<file path="src/rtl/sndchip_wr_seq.sv">
module sndchip_wr_seq #(
  parameter int ADDR_W     = 5,
  parameter int DATA_W     = 8,
  parameter int SR_W       = 8,
  parameter int SCK_HALF   = 2,
  parameter int LATCH_W    = 2,
  parameter int GAP_CYC    = 2,
  parameter int CLK_PS     = 8000,
  parameter int SEL_MIN_NS = 1200,
  parameter bit MSB_FIRST  = 1'b1,
  parameter bit ADDR_NEAR  = 1'b1
) (
  input  logic              clk,
  input  logic              rst_n,
  input  logic              req,
  input  logic [ADDR_W-1:0] addr,
  input  logic [DATA_W-1:0] data,
  output logic              busy,
  output logic              done,
  output logic              sdo,
  output logic              sck,
  output logic              rck,
  output logic              cs_n,
  output logic              we_n
);

  localparam int FRAME_W = 2 * SR_W;
  localparam int SEL_CYC = (SEL_MIN_NS * 1000 + CLK_PS - 1) / CLK_PS;
  localparam int MAX_A   = (SCK_HALF > LATCH_W) ? SCK_HALF : LATCH_W;
  localparam int MAX_B   = (GAP_CYC > SEL_CYC) ? GAP_CYC : SEL_CYC;
  localparam int CNT_MAX = (MAX_A > MAX_B) ? MAX_A : MAX_B;
  localparam int CW      = $clog2(CNT_MAX + 1);
  localparam int BW      = $clog2(FRAME_W + 1);
  localparam int LW      = $clog2(SEL_CYC + 2);

  typedef enum logic [2:0] {
    S_IDLE, S_DRV, S_LO, S_HI, S_RCK, S_LAT, S_GAP, S_SEL
  } st_t;

  st_t               st;
  logic [CW-1:0]     cnt;
  logic [BW-1:0]     nbits;
  logic [FRAME_W-1:0] shreg;

  logic [SR_W-1:0] a_byte, d_byte, a_rev, d_rev, a_ord, d_ord;
  logic [FRAME_W-1:0] frame;

  assign a_byte = {{(SR_W-ADDR_W){1'b0}}, addr};
  assign d_byte = {{(SR_W-DATA_W){1'b0}}, data};

  for (genvar i = 0; i < SR_W; i++) begin : g_rev
    assign a_rev[i] = a_byte[SR_W-1-i];
    assign d_rev[i] = d_byte[SR_W-1-i];
  end

  assign a_ord = MSB_FIRST ? a_byte : a_rev;
  assign d_ord = MSB_FIRST ? d_byte : d_rev;
  assign frame = ADDR_NEAR ? {d_ord, a_ord} : {a_ord, d_ord};

  assign busy = (st != S_IDLE);

  always_ff @(posedge clk or negedge rst_n) begin
    if (!rst_n) begin
      st    <= S_IDLE;
      cnt   <= '0;
      nbits <= '0;
      shreg <= '0;
      sdo   <= 1'b0;
      sck   <= 1'b0;
      rck   <= 1'b0;
      cs_n  <= 1'b1;
      we_n  <= 1'b1;
      done  <= 1'b0;
    end else begin
      done <= 1'b0;
      case (st)
        S_IDLE: if (req) begin
          shreg <= frame;
          nbits <= '0;
          st    <= S_DRV;
        end
        S_DRV: begin
          sdo   <= shreg[FRAME_W-1];
          shreg <= {shreg[FRAME_W-2:0], 1'b0};
          cnt   <= '0;
          st    <= S_LO;
        end
        S_LO: if (cnt == CW'(SCK_HALF-1)) begin
          sck <= 1'b1;
          cnt <= '0;
          st  <= S_HI;
        end else cnt <= cnt + 1'b1;
        S_HI: if (cnt == CW'(SCK_HALF-1)) begin
          sck   <= 1'b0;
          cnt   <= '0;
          nbits <= nbits + 1'b1;
          st    <= (nbits == BW'(FRAME_W-1)) ? S_RCK : S_DRV;
        end else cnt <= cnt + 1'b1;
        S_RCK: begin
          rck <= 1'b1;
          cnt <= '0;
          st  <= S_LAT;
        end
        S_LAT: if (cnt == CW'(LATCH_W-1)) begin
          rck <= 1'b0;
          cnt <= '0;
          st  <= S_GAP;
        end else cnt <= cnt + 1'b1;
        S_GAP: if (cnt == CW'(GAP_CYC-1)) begin
          cs_n <= 1'b0;
          we_n <= 1'b0;
          cnt  <= '0;
          st   <= S_SEL;
        end else cnt <= cnt + 1'b1;
        S_SEL: if (cnt == CW'(SEL_CYC-1)) begin
          cs_n <= 1'b1;
          we_n <= 1'b1;
          done <= 1'b1;
          st   <= S_IDLE;
        end else cnt <= cnt + 1'b1;
        default: st <= S_IDLE;
      endcase
    end
  end

  logic [LW-1:0] low_len;
  always_ff @(posedge clk or negedge rst_n) begin
    if (!rst_n)     low_len <= '0;
    else if (!cs_n) low_len <= low_len + 1'b1;
    else            low_len <= '0;
  end


  cs_guard_chk: assert property (@(posedge clk) disable iff (!rst_n)
    (sck || rck) |-> cs_n);


  sdo_edge_chk: assert property (@(posedge clk) disable iff (!rst_n)
    !$stable(sdo) |-> ($stable(sck) && !sck));


  sdo_hold_chk: assert property (@(posedge clk) disable iff (!rst_n)
    sck |-> $stable(sdo));


  we_track_chk: assert property (@(posedge clk) disable iff (!rst_n)
    we_n == cs_n);


  done_pulse_chk: assert property (@(posedge clk) disable iff (!rst_n)
    done |=> !done);


  done_busy_chk: assert property (@(posedge clk) disable iff (!rst_n)
    done |-> (!busy && $rose(cs_n)));


  start_req_chk: assert property (@(posedge clk) disable iff (!rst_n)
    $rose(busy) |-> $past(req));


  sel_width_chk: assert property (@(posedge clk) disable iff (!rst_n)
    $rose(cs_n) |-> (low_len == LW'(SEL_CYC)));

endmodule

</file>
<file path="config.mk">
export PLATFORM = sky130hd
export DESIGN_NAME = sndchip_wr_seq
export DESIGN_NICKNAME = d
export VERILOG_FILES = /design/src/rtl/sndchip_wr_seq.sv
export SDC_FILE = /design/constraint.sdc
export NUM_CORES = 1
export LEC_CHECK = 0
export BUFFER_PORTS_ARGS = -buffer_cell sky130_fd_sc_hd__buf_2
export CORE_UTILIZATION = 50
export DETAILED_ROUTE_END_ITERATION = 8
export GPL_TIMING_DRIVEN = 0
export MAX_ROUTING_LAYER = met4
export PLACE_DENSITY = 0.73
export SYNTH_ARGS = -nofsm -noshare
export SYNTH_HDL_FRONTEND = slang
export SYNTH_SLANG_ARGS = --single-unit
</file>
<file path="constraint.sdc">
create_clock -name clk -period 2.2 [get_ports clk]
set_input_delay 0.11 -clock clk [delete_from_list [all_inputs] [get_ports clk]]
set_output_delay 0.11 -clock clk [all_outputs]
set_load 0.005 [all_outputs]
</file>
==> summary.txt <==
Status
  – Status: completed

Power
  – Power Density: 552 nW/um2
  – Leak pwr: 0.938 nW
  – VDD IR max: 0.000350 V

Routing
  – DRC Markers: 0
  – Wl on met1: 1780 um
  – Vias: 1518
  – WL met3: 171 um
  – Detailed Route Iter0 Violations: 113
  – Pre-antenna DRT Iters: 4
  – Met2 Wirelength: 1690 um
  – Routed WL per cell: 13.5 um
  – Uppermost routed layer: met4
  – Antenna-violating nets left: 0
  – Detailed-route wire length: 3690 um
  – DR vias/cell: 5.56

Place
  – DP HPWL: 2630 um
  – GP Congestion: 0.842
  – Placed Area: 2050 um2
  – Buffers on Ports: 22

Floorplan
  – Die Area: 4000 um2
  – Starting density of the core: 0.541
  – Num rows: 21
  – Total I/O pin count: 23
  – Die width: 63.3 um
  – Die Ht: 63.3 um
  – Core ar.: 3470 um2

Yosys
  – Seq/Total Area, Yosys: 0.494
  – Syn Nets: 217
  – Mapped cell area: 1880 um2
  – Synthesis warning total: 0
  – Cell count after synthesis: 197
  – Unique masters post-synth: 42
  – Yosys reg bits: 37
  – Mean post-synth cell area: 9.53 um2

Worst setup path
  – Largest fanout on the critical path: 6
  – RR Startpoint: cnt[1]$_DFFE_PN0P_
  – Crit path from: cnt[1]$_DFFE_PN0P_
  – Cells along the critical path: inv_1, ha_1, or4b_1, buf_2, or4_1, a22o_1
  – Critical path class: flop to flop
  – CP Data Required Time: 2.39 ns
  – Arrival time at the worst endpoint: 2.23 ns
  – Startpoint Class: flop
  – Slowest stage delay, CP: 0.48 ns
  – Crit end category: flop
  – Crit-path slowest cell: or4_1

Job
  – MaxCap Viol Count: 0

Final layout
  – Share of layout cells above drive strength 1: 0.189
  – N_diodes: 0
  – Fill cell total of the finished layout: 328
  – Most frequent cells in the layout: dfrtp_1, nand2_1, buf_2, o21ai_0, nor2_1
  – Area grow syn2layout: 15.0%
  – Design area: 2160 um2
  – Final Util: 0.623
  – Commonest non-fill, non-tap cell in the layout: dfrtp_1
  – # nets final: 247

Clock tree
  – Total CTS buffers: 5
  – Maximum clock path buffer count: 2
  – Root Driver: clkbuf_8
  – Number of H-tree levels: 2
  – Worst-Skew Late Latency: 0.30 ns
  – CTS tree: done
  – Clock transition at path regs: 0.07 ns
  – CTS Sinks: 37

GRT
  – Gr usage total: 0.223
  – First-pass GRT wire length: 6660 um
  – Vias in the first global route: 1466
  – Initial antenna violation count: 0
  – Global route overflow: 0
  – Largest net degree at the start of global routing: 38

Timing
  – Unrepaired setup endpoints after global routing: false
  – Highest Clock Rate: 491 MHz
  – Final Hold Fails: 0
  – Min Tclk post-route: 2.04 ns
  – Setup TNS: 0 ns
  – Final setup viols: 0
  – Clk_skew: 0.00696 ns
  – Fin crit share: 0.927
  – Slew @ Worst Pin: 0.803 ns
  – Final Max Slew Viols: 0
  – Slew headroom: 0.465

Worst hold path
  – Hold WC Path Type: input port to flop
  – Hold wc startpoint: addr[0]
-- routing by layer --
layer,track usage,up-vias
li1,-,758
met1,0.288,717
met2,0.319,37
met3,0.0707,6
met4,0.102,0
met5,-,-
-- state kept, by name, summed over array words and instances (netlist names) --
register,cells
sck,1
done,1
st,3
shreg,16
sdo,1
cnt,8
we_n,1
nbits,5
rck,1
-- what timing repair did --
| item | 4_1_cts | 5_1_grt |
|---|---|---|
| endpoints found under the hold margin | 36 | 0 |
| resized for setup | 0 | 2 |
| buffers inserted | 0 | 0 |
| endpoints found under the setup margin | 0 | 7 |
| hold buffers | 1 | 0 |
-- path summary, 6_finish.rpt --
check | slack (ns) | cells past startpoint | endpoint
setup / recovery | 0.16 | 6 | rck$_DFFE_PN0P_
hold / removal | 0.06 | 3 | shreg[0]$_DFFE_PN0P_
setup reg to reg | 0.16 | 6 | rck$_DFFE_PN0P_
hold reg to reg | 0.49 | 2 | shreg[4]$_DFFE_PN0P_
max in group asynchronous | 1.26 | 2 | shreg[12]$_DFFE_PN0P_
min in group asynchronous | 0.44 | 2 | nbits[0]$_DFFE_PN0P_
-- area by class of cell --
type | count | area (um2) | share of cell area
flip-flops and latches | 37 | 927 | 0.429
clock inverters | 1 | 7.51 | 0.00348
well taps | 46 | 57.6 | 0.0267
inverters | 4 | 15.0 | 0.00695
plain buffers | 13 | 57.6 | 0.0267
clock buffers | 6 | 82.6 | 0.0382
multi-input cells | 143 | 892 | 0.413
repair buffers | 23 | 120 | 0.0556
-- through the flow --
| step | hold slack, ns | std cells | total power (W) | setup slack, ns |
|---|---|---|---|---|
| after global routing | 0.0444 | 273 | 0.00124 | 0.00929 |
| after CTS | 0.0548 | 273 | 0.00120 | 0.0181 |
| after detailed placement | 0.248 | 265 | 0.000721 | 0.0865 |
| final | 0.0617 | 273 | 0.00119 | 0.161 |
| after floorplan | -0.186 | 197 | 0.000694 | 0.309 |
| after global placement | 0.249 | 265 | 0.000721 | 0.0601 |
-- synth_stat cells, drive strengths merged --
cell | n | area share
a2bb2oi | 1 | 0.0047
nor4b | 1 | 0.0080
o22ai | 2 | 0.0067
or3 | 3 | 0.010
buf | 6 | 0.017
o31ai | 3 | 0.015
dfrtp | 36 | 0.48
nor4 | 1 | 0.0033
xor2 | 5 | 0.023
o32a | 1 | 0.0053
nand2 | 28 | 0.056
o21ai | 22 | 0.059
dfstp | 1 | 0.014
a32oi | 1 | 0.0047
ha | 4 | 0.027
a22oi | 1 | 0.0040
and3 | 3 | 0.010
mux2 | 1 | 0.0060
clkbuf | 7 | 0.014
or4 | 1 | 0.0040
nand3 | 11 | 0.032
a21oi | 8 | 0.021
a31oi | 1 | 0.0033
or4b | 1 | 0.0053
nand4 | 6 | 0.020
nor2 | 13 | 0.026
inv | 4 | 0.0080
and4 | 1 | 0.0047
nor3 | 5 | 0.019
a22o | 1 | 0.0047
and2 | 3 | 0.010
mux2i | 12 | 0.064
o21a | 1 | 0.0040
nor3b | 1 | 0.0040
a21boi | 1 | 0.0040
-- where the power goes --
part | internal [W] | leakage [nW] | switching (W) | total (W)
registers | 0.000680 | 0.458 | 0 | 0.000680
clock network | 0.000247 | 0.0433 | 0.000237 | 0.000485
logic | 0.0000111 | 0.437 | 0.0000174 | 0.0000285
total | 0.000938 | 0.938 | 0.000255 | 0.00119
-- critical path: cells and delay by family, from the launching register on --
family	cells	cell delay, ns
compound gates	1	0.19
fa+ha+maj	1	0.16
buf+inv	2	0.25
flops	1	0.44
simple gates	2	0.90
-- logic make-up (layout without fill, tap and decap cells) --
| group | count (synthesis) | in the layout | synth area share |
|---|---|---|---|
| AOI/OAI and AO/OA | 43 | 43 | 0.136 |
| xor gates and xnor gates | 5 | 5 | 0.0233 |
| adders and majority gates | 4 | 4 | 0.0266 |
| buffers and inverters | 17 | 47 | 0.0386 |
| DFF | 37 | 37 | 0.494 |
| muxes | 13 | 13 | 0.0700 |
| and+or+nand+nor | 78 | 78 | 0.212 |
Power figures use the tool's default switching activity.
